$ cat config.mk
export PLATFORM = sky130hd
export DESIGN_NAME = dual_fifo_trig
export DESIGN_NICKNAME = d
export VERILOG_FILES = /design/src/rtl/dft_pkg.sv /design/src/rtl/byte_fifo.sv /design/src/rtl/sticky_events.sv /design/src/rtl/dual_fifo_trig.sv
export SDC_FILE = /design/constraint.sdc
export NUM_CORES = 1
export LEC_CHECK = 0
export BUFFER_PORTS_ARGS = -buffer_cell sky130_fd_sc_hd__buf_2
export CORE_MARGIN = 8
export CORE_UTILIZATION = 40
export DETAILED_ROUTE_END_ITERATION = 10
export SYNTH_ARGS = -nofsm -noshare
export SYNTH_HDL_FRONTEND = slang
export SYNTH_HIERARCHICAL = 1
export SYNTH_SLANG_ARGS = --single-unit
$ cat constraint.sdc
create_clock -name clk -period 3 [get_ports clk]
set_input_delay 0.6 -clock clk [delete_from_list [all_inputs] [get_ports clk]]
set_output_delay 0.6 -clock clk [all_outputs]
set_load 0.01 [all_outputs]
$ cat src/rtl/dft_pkg.sv
package dft_pkg;

    localparam int unsigned REG_W  = 32;
    localparam int unsigned TRIG_W = 8;
    localparam int unsigned EV_N   = 4;

    // event index order: 0 receive ready, 1 transmit low, 2 overflow, 3 done
    typedef enum logic [1:0] {
        ADDR_CTRL  = 2'd0,
        ADDR_LEVEL = 2'd1,
        ADDR_IEN   = 2'd2,
        ADDR_ISTA  = 2'd3
    } reg_addr_e;

    typedef struct packed {
        logic [TRIG_W-1:0] tx_trig;
        logic              tx_dma_en;
        logic              tx_flush;
        logic [TRIG_W-1:0] rx_trig;
        logic              rx_dma_en;
        logic              rx_flush;
    } fifo_ctrl_t;

    function automatic fifo_ctrl_t ctrl_from_word(input logic [REG_W-1:0] w);
        fifo_ctrl_t c;
        c.rx_trig   = w[7:0];
        c.rx_dma_en = w[8];
        c.rx_flush  = w[15];
        c.tx_trig   = w[23:16];
        c.tx_dma_en = w[24];
        c.tx_flush  = w[31];
        return c;
    endfunction

    function automatic logic [REG_W-1:0] ctrl_to_word(input fifo_ctrl_t c);
        logic [REG_W-1:0] w;
        w        = '0;
        w[7:0]   = c.rx_trig;
        w[8]     = c.rx_dma_en;
        w[15]    = c.rx_flush;
        w[23:16] = c.tx_trig;
        w[24]    = c.tx_dma_en;
        w[31]    = c.tx_flush;
        return w;
    endfunction

    // event i lives at register bit 4*i
    function automatic logic [REG_W-1:0] ev_spread(input logic [EV_N-1:0] v);
        logic [REG_W-1:0] w;
        w = '0;
        for (int i = 0; i < EV_N; i++) w[4*i] = v[i];
        return w;
    endfunction

    function automatic logic [EV_N-1:0] ev_gather(input logic [REG_W-1:0] w);
        logic [EV_N-1:0] v;
        for (int i = 0; i < EV_N; i++) v[i] = w[4*i];
        return v;
    endfunction

endpackage

$ cat src/rtl/byte_fifo.sv
module byte_fifo #(
    parameter  int unsigned DEPTH = 64,
    parameter  int unsigned DW    = 8,
    localparam int unsigned AW    = $clog2(DEPTH),
    localparam int unsigned CW    = $clog2(DEPTH + 1)
) (
    input  logic          clk,
    input  logic          rst,
    input  logic          flush,
    input  logic          push,
    input  logic [DW-1:0] wdata,
    input  logic          pop,
    output logic [DW-1:0] rdata,
    output logic [CW-1:0] count,
    output logic          full,
    output logic          drop
);

    logic [DW-1:0] mem [DEPTH];
    logic [AW-1:0] wr_ptr, rd_ptr;
    logic          do_push, do_pop;

    function automatic logic [AW-1:0] ptr_next(input logic [AW-1:0] p);
        return (p == AW'(DEPTH - 1)) ? '0 : p + 1'b1;
    endfunction

    assign full    = (count == CW'(DEPTH));
    assign do_push = push && !full && !flush;
    assign do_pop  = pop && (count != '0) && !flush;
    assign drop    = push && full && !flush;
    assign rdata   = mem[rd_ptr];

    always_ff @(posedge clk) begin
        if (do_push) mem[wr_ptr] <= wdata;
    end

    always_ff @(posedge clk) begin
        if (rst || flush) begin
            wr_ptr <= '0;
            rd_ptr <= '0;
            count  <= '0;
        end else begin
            if (do_push) wr_ptr <= ptr_next(wr_ptr);
            if (do_pop)  rd_ptr <= ptr_next(rd_ptr);
            case ({do_push, do_pop})
                2'b10:   count <= count + 1'b1;
                2'b01:   count <= count - 1'b1;
                default: count <= count;
            endcase
        end
    end

endmodule

$ cat src/rtl/sticky_events.sv
module sticky_events #(
    parameter int unsigned N = 4
) (
    input  logic         clk,
    input  logic         rst,
    input  logic [N-1:0] set,
    input  logic [N-1:0] clr,
    input  logic         ien_we,
    input  logic [N-1:0] ien_wdata,
    output logic [N-1:0] ista,
    output logic [N-1:0] ien,
    output logic         irq
);

    for (genvar i = 0; i < N; i++) begin : g_bit
        always_ff @(posedge clk) begin
            if (rst)         ista[i] <= 1'b0;
            else if (set[i]) ista[i] <= 1'b1;
            else if (clr[i]) ista[i] <= 1'b0;
        end
    end

    always_ff @(posedge clk) begin
        if (rst)         ien <= '0;
        else if (ien_we) ien <= ien_wdata;
    end

    assign irq = |(ista & ien);

endmodule

$ cat src/rtl/dual_fifo_trig.sv
module dual_fifo_trig
    import dft_pkg::*;
#(
    parameter  int unsigned DEPTH = 64,
    localparam int unsigned CNT_W = $clog2(DEPTH + 1)
) (
    input  logic             clk,
    input  logic             rst,
    input  logic             reg_wen,
    input  logic [1:0]       reg_addr,
    input  logic [31:0]      reg_wdata,
    output logic [31:0]      reg_rdata,
    input  logic             tx_push,
    input  logic [7:0]       tx_wdata,
    input  logic             tx_pop,
    output logic [7:0]       tx_rdata,
    input  logic             rx_push,
    input  logic [7:0]       rx_wdata,
    input  logic             rx_pop,
    output logic [7:0]       rx_rdata,
    input  logic             xfer_done,
    output logic [CNT_W-1:0] tx_count,
    output logic [CNT_W-1:0] rx_count,
    output logic             irq,
    output logic             tx_dma_req,
    output logic             rx_dma_req
);

    localparam logic [TRIG_W-1:0] RX_TRIG_RST = TRIG_W'(DEPTH / 4 * 3);
    localparam logic [TRIG_W-1:0] TX_TRIG_RST = TRIG_W'(DEPTH / 4);

    fifo_ctrl_t      ctrl_q, ctrl_wr;
    logic            ctrl_we, ien_we, ista_we;
    logic            rx_flush_now, tx_flush_now;
    logic            rx_full, tx_full, rx_drop, tx_drop;
    logic            rx_at_trig, tx_at_trig;
    logic [EV_N-1:0] ev_set, ev_clr, ista, ien;
    logic            unused_bits;

    assign ctrl_we  = reg_wen && (reg_addr == ADDR_CTRL);
    assign ien_we   = reg_wen && (reg_addr == ADDR_IEN);
    assign ista_we  = reg_wen && (reg_addr == ADDR_ISTA);
    assign ctrl_wr  = ctrl_from_word(reg_wdata);

    assign rx_flush_now = ctrl_we && ctrl_wr.rx_flush;
    assign tx_flush_now = ctrl_we && ctrl_wr.tx_flush;

    always_ff @(posedge clk) begin
        if (rst) begin
            ctrl_q           <= '0;
            ctrl_q.rx_trig   <= RX_TRIG_RST;
            ctrl_q.tx_trig   <= TX_TRIG_RST;
        end else if (ctrl_we) begin
            ctrl_q <= ctrl_wr;
        end else begin
            ctrl_q.rx_flush <= 1'b0;
            ctrl_q.tx_flush <= 1'b0;
        end
    end

    byte_fifo #(.DEPTH(DEPTH), .DW(8)) u_tx_fifo (
        .clk   (clk),
        .rst   (rst),
        .flush (tx_flush_now),
        .push  (tx_push),
        .wdata (tx_wdata),
        .pop   (tx_pop),
        .rdata (tx_rdata),
        .count (tx_count),
        .full  (tx_full),
        .drop  (tx_drop)
    );

    byte_fifo #(.DEPTH(DEPTH), .DW(8)) u_rx_fifo (
        .clk   (clk),
        .rst   (rst),
        .flush (rx_flush_now),
        .push  (rx_push),
        .wdata (rx_wdata),
        .pop   (rx_pop),
        .rdata (rx_rdata),
        .count (rx_count),
        .full  (rx_full),
        .drop  (rx_drop)
    );

    assign rx_at_trig = (32'(rx_count) >= 32'(ctrl_q.rx_trig));
    assign tx_at_trig = (32'(tx_count) <= 32'(ctrl_q.tx_trig));

    assign ev_set = {xfer_done, rx_drop, tx_at_trig, rx_at_trig};
    assign ev_clr = ista_we ? ev_gather(reg_wdata) : '0;

    sticky_events #(.N(EV_N)) u_events (
        .clk       (clk),
        .rst       (rst),
        .set       (ev_set),
        .clr       (ev_clr),
        .ien_we    (ien_we),
        .ien_wdata (ev_gather(reg_wdata)),
        .ista      (ista),
        .ien       (ien),
        .irq       (irq)
    );

    assign rx_dma_req = ctrl_q.rx_dma_en && rx_at_trig && (rx_count != '0);
    assign tx_dma_req = ctrl_q.tx_dma_en && tx_at_trig && !tx_full;

    always_comb begin
        unique case (reg_addr)
            ADDR_CTRL:  reg_rdata = ctrl_to_word(ctrl_q);
            ADDR_LEVEL: reg_rdata = {8'h00, 8'(tx_count), 8'h00, 8'(rx_count)};
            ADDR_IEN:   reg_rdata = ev_spread(ien);
            default:    reg_rdata = ev_spread(ista);
        endcase
    end

    assign unused_bits = ^{reg_wdata[14:13], reg_wdata[11:9], reg_wdata[30:25], tx_drop, rx_full};

endmodule

==> flow_summary.yaml, run 1 <==
status:
  status: "finished with violations"
  violations: "negative setup slack"
placed_design:
  dpl.cell_count: 4169
  placed_area_mm2: 0.0487
  dp_hpwl_um: 69600
  io_buffers: 100
  place_congestion: 0.791
sta:
  maxSlewHeadroom_pct: 32.9
  worst_pin_slew_ns: 1.01
  fin_crit_sh_pct: 115
  grt_setup_unrepaired: "yes"
  fmax_mhz: 290
  fin_crit_ns: 3.45
  finalSetupViolCount: 16
  drv_slew: 0
  final.setup.worst_slack_ns: -0.447
  clock_skew_ns: 0.0351
  hold_viol: 0
floorplanning:
  fp-row-count: 122
  start_util_pct: 40.2
  io_pins: 123
  die_y_um: 349
  fp.dieArea_mm2: 0.122
  core_mm2: 0.110
  die_w_um: 349
cells_and_area:
  multi_input_area_mm2: 0.0120
  area_growth_pct: 22.2
  fin_nets: 2934
  fin_area_mm2: 0.0542
  fill_cells: 8927
  stdcell_count: 4434
  post-route-util_pct: 49.1
  final_layout_size_suffix_gt1_share_pct: 36.2
  seq_area_mm2: 0.0323
cts:
  clock-sinks: 1102
  clock_latency_ns: 0.71
  htreeDepth: 3
  clkTransAtPathRegs_ns: 0.06
  clockBufferDepth: 3
  tritoncts: "built"
  cts_made_buffers: 111
  clk_root_buffer_cell: "clkbuf_16"
setup_path:
  worst_ep_required_time_ns: 2.40
  cp.arrival_ns: 2.85
  r2r_cells: 11
  critPathKind: "reg -> out"
  startpoint_type: "flop"
  rrSetupSlack_ns: 0.25
  cp-end-kind: "output port"
  worstReg2RegEnd: "u_tx_fifo/count[4]"
  path_max_fanout: 8
  cp-endpoint: "rx_rdata[6]"
  timing.rr.start: "u_tx_fifo/count[2]"
pwr:
  vdd_drop_max_uv: 523
  p_leak_nw: 17.8
  powerDensity_mw_per_mm2: 735
  p_total_mw: 39.8
route:
  vias_per_cell: 5.41
  vias: 24000
  drt_iter0_markers: 2191
  detail-route-antenna-nets: 0
  drt_first_pass_iters: 5
  wirelength_um: 108000
  wl_per_cell_um: 24.4
  remaining_drc_errors: 0
global_routing:
  grt_pass1_vias: 25100
  grt_overflow_total: 0
  grt_pass1_wl_um: 160000
  track_usage_pct: 17.4
  grt_max_degree: 65
  antenna_found_initial: 2
synth:
  syn_inst: 2385
  yosys_warnings: 6
  syn_area_mm2: 0.0443
  avgSynthCellArea_um2: 18.6
flow_run:
  maxCapViolCount: 0
min_path:
  hp-class: "in -> reg"
## worst min path at each step
stage,startpoint,end,slack (ns),cells after the start
global route,reg_wdata[5],ctrl_q[7],0.07,2
global placement,ctrl_q[4],ctrl_q[4],0.46,2
finish,reg_wdata[5],ctrl_q[7],0.11,2
detailed placement,ctrl_q[4],ctrl_q[4],0.47,2
floorplan,ctrl_q[11],ctrl_q[11],0.44,2
CTS,reg_wdata[5],ctrl_q[7],0.05,2
## where the power goes
group	switching [mW]	internal (mW)
registers	0.223	17.0
logic	4.36	4.85
clock network	5.86	7.55
## placed cells by master, fill, tap and decap left out, types with 9 or more instances in the layout
cell / n
o21ai_0: 13
o21ai_2: 14
or3_1: 10
o22ai_2: 20
a211o_1: 9
xor2_1: 16
and2_1: 11
nand4_1: 15
clkbuf_1: 17
buf_12: 36
conb_1: 11
clkinv_1: 27
mux4_2: 231
a21oi_1: 38
xnor2_1: 10
clkinv_2: 23
buf_2: 100
nand3_2: 11
buf_6: 22
nand2_1: 105
buf_16: 10
o22ai_1: 22
edfxtp_1: 1024
a211oi_1: 10
nand3_1: 24
mux2i_2: 12
nor2b_1: 24
mux2i_4: 10
o31ai_4: 10
ha_1: 22
clkbuf_16: 115
mux4_1: 19
nand3b_1: 12
dfxtp_1: 62
inv_1: 26
buf_4: 308
mux2i_1: 50
nor2_1: 213
dfxtp_2: 11
nand2b_1: 12
## flip-flops by register name (all words and copies together) (netlist names), named ones only
register,flops
u_tx_fifo/wr_ptr,6
u_rx_fifo/wr_ptr,6
u_tx_fifo/mem,512
u_tx_fifo/rd_ptr,6
u_events/ista,4
u_rx_fifo/mem,512
u_events/ien,4
u_rx_fifo/count,7
ctrl_q,20
u_rx_fifo/rd_ptr,6
u_tx_fifo/count,7
## critical path, cell delays in order (launching register included)
cell and delay (ns):
dfxtp_4 0.37, buf_12 0.16, buf_16 0.16, buf_12 0.15, or3_4 0.45, o22ai_4 0.18
nor3_2 0.08, buf_4 0.17, o31ai_4 0.24, buf_2 0.16
## per-layer routing
| layer | track usage, % | vias to the layer above | part of all wire [%] |
|---|---|---|---|
| met1 | 22.9 | 12600 | 42 |
| met3 | 3.09 | 183 | 5.9 |
| met2 | 29.3 | 701 | 50 |
| met4 | 5.67 | 0 | 2.8 |
| li1 | - | 10500 | - |
| met5 | 0 | - | 0 |
## metrics by stage
step / TNS [ns] / hold WS [ns] / setup slack [ns]
5_1_grt: -8.06 / 0.0676 / -0.566
4_1_cts: -7.59 / 0.0464 / -0.512
3_3_place_gp: -0.154 / 0.464 / -0.0782
2_1_floorplan: 0 / 0.440 / 0.0353
6_report: -6.48 / 0.109 / -0.447
3_5_place_dp: -0.103 / 0.469 / -0.0355
## final cells by class
type                       instances  area share, %
inverter                          29          0.215
multi-input combinational       1122           22.1
tap                             1488           3.44
timing repair buffer             486           7.92
sequential                      1102           59.7
antenna                            1        0.00462
clock buffer                     135           5.44
clock inverter                    71           1.18
## timing repair
action	CTS	global route
endpoints found under the setup margin	18	18
hold buffers	0	0
pin swaps	48	45
buffers inserted	34	22
gates resized for setup	182	86
cloned	9	3
hold endpoints to repair	0	0
(Power assumes the default switching activity.)
==> run 2: changes to the inputs <==
- CORE_MARGIN: 8 -> unset
- CTS_CLUSTER_SIZE: unset -> 30
==> run 2 against run 1 <==
Wire length shrank 1.3%. Cell count shrank 1.3%. The run still ends with negative setup slack left. Design area shrank 0.49%. Clock skew grew 0.012 ns.
==> flow_summary.yaml, run 2 (same netlist as run 1, synthesis figures left out) <==
status:
  status: "finished with violations"
  violations: "negative setup slack"
setup_path:
  worst_ep_required_time_ns: 2.40
  rrSetupSlack_ns: 0.15
  path_max_fanout: 7
  worstReg2RegEnd: "u_rx_fifo/count[3]"
  r2r_cells: 9
  critPathKind: "reg -> out"
  cp.arrival_ns: 2.81
  startpoint_type: "flop"
  timing.rr.start: "u_rx_fifo/count[5]"
  cp-end-kind: "output port"
floorplanning:
  core_mm2: 0.109
  fp-row-count: 121
  io_pins: 123
  start_util_pct: 40.6
  die_y_um: 335
  fp.dieArea_mm2: 0.112
  die_w_um: 335
sta:
  worst_pin_slew_ns: 1.14
  maxSlewHeadroom_pct: 24.1
  drv_slew: 0
  hold_viol: 0
  fin_crit_sh_pct: 114
  grt_setup_unrepaired: "yes"
  fin_crit_ns: 3.41
  finalSetupViolCount: 16
  fin_hold_ws_ns: 0.102
  clock_skew_ns: 0.0475
  fin_tns_setup_ns: -5.55
  final.setup.worst_slack_ns: -0.415
  fmax_mhz: 293
cells_and_area:
  fin_area_mm2: 0.0539
  post-route-util_pct: 49.3
  area_growth_pct: 21.6
  mostFrequentLayoutCells: "1024 x edfxtp_1, 266 x buf_4, 232 x mux4_2, 213 x nor2_1, 116 x clkbuf_16"
  final_common_cell: "edfxtp_1"
  stdcell_count: 4378
  fin_nets: 2891
  final_layout_size_suffix_gt1_share_pct: 34.8
  top_regs: "u_rx_fifo/mem: 512 flops, u_tx_fifo/mem: 512 flops, ctrl_q: 20 flops"
placed_design:
  placed_area_mm2: 0.0484
  dp_hpwl_um: 68700
  preCtsSetupSlack_ns: -0.100
  dpl.cell_count: 4122
  place_congestion: 0.847
  io_buffers: 100
global_routing:
  antenna_found_initial: 2
  grt_overflow_total: 0
  grt_pass1_wl_um: 158000
  busiest_layer: "met2"
  grtUsageMet2_pct: 31.6
  track_usage_pct: 19.0
  met1_usage_pct: 25.6
  grt_max_degree: 65
  grt_pass1_vias: 24600
  use_met3_pct: 3.29
cts:
  hold_buffers: 0
  clkTransAtPathRegs_ns: 0.06
  clock-sinks: 1102
  clockBufferDepth: 3
  htreeDepth: 3
  cts_made_buffers: 111
  tritoncts: "built"
  clk_root_buffer_cell: "clkbuf_16"
  clock_latency_ns: 0.70
min_path:
  holdPathEnd: "ctrl_q[16]"
  holdPathStages: 2
  hp-class: "in -> reg"
  hold_start: "reg_wdata[20]"
flow_run:
  maxCapViolCount: 0
pwr:
  vdd_drop_max_uv: 531
  p_leak_nw: 17.6
  powerDensity_mw_per_mm2: 735
  p_total_mw: 39.6
route:
  vias_per_cell: 5.48
  detail-route-antenna-nets: 0
  wl_per_cell_um: 24.4
  drt_iter0_markers: 2038
  vias: 24000
  drt_first_pass_iters: 7
  wirelength_um: 107000
  remaining_drc_errors: 0
[run 2: cell types whose count changed in the layout (fill, tap and decap cells not counted), moves of 6 or more]
cell,before,now
buf_4,308,266
o21ai_1,6,16
a211oi_1,10,2
clkbuf_1,17,24
o21ai_2,14,7
a211oi_2,6,12
clkbuf_8,6,0
clkinv_1,27,21
[run 2: worst max-delay path by stage]
stage,start,to,slack [ns],cells after the start
floorplan,reg_addr[0],u_rx_fifo/count[4],0.04,14
global placement,reg_addr[0],u_tx_fifo/mem[13][2],-0.12,10
detailed placement,reg_addr[1],u_tx_fifo/mem[13][5],-0.10,10
CTS,flop,rx_rdata[2],-0.46,8
global route,flop,tx_rdata[1],-0.50,9
finish,flop,tx_rdata[1],-0.41,9
[run 2: critical path: stages (launching register included)]
cell and delay, ns:
dfxtp_4 0.36, buf_12 0.15, buf_8 0.13, buf_12 0.12, buf_4 0.11, mux4_2 0.55, mux2i_4 0.22, a211o_1 0.24
o31ai_2 0.08, buf_2 0.15
[run 2: area by class of cell]
class	instances	area, um^2
Antenna cell	1	2.50
Clock inverter	70	751
Clock buffer	135	2870
Timing Repair Buffer	443	4040
Fill cell	8979	55400
Inverter	29	116
Multi-Input combinational cell	1122	12000
Sequential cell	1102	32300
Tap cell	1476	1850
[run 2: where the power goes]
group | internal [mW] | total [mW] | switching, mW
logic | 4.53 | 8.79 | 4.26
registers | 17.0 | 17.2 | 0.208
clock network | 7.80 | 13.6 | 5.82
[run 2: repair_timing]
item	in CTS	in global routing
cloned	9	5
buffers inserted	26	19
gates resized for setup	179	91
setup endpoints to repair	17	19
pin swaps	45	45
[run 2: routing by layer]
layer | share of wire (%) | vias up
met4 | 2.2 | 2
met5 | 0.012 | -
met2 | 50 | 842
li1 | - | 10500
met3 | 6.4 | 149
met1 | 41 | 12500
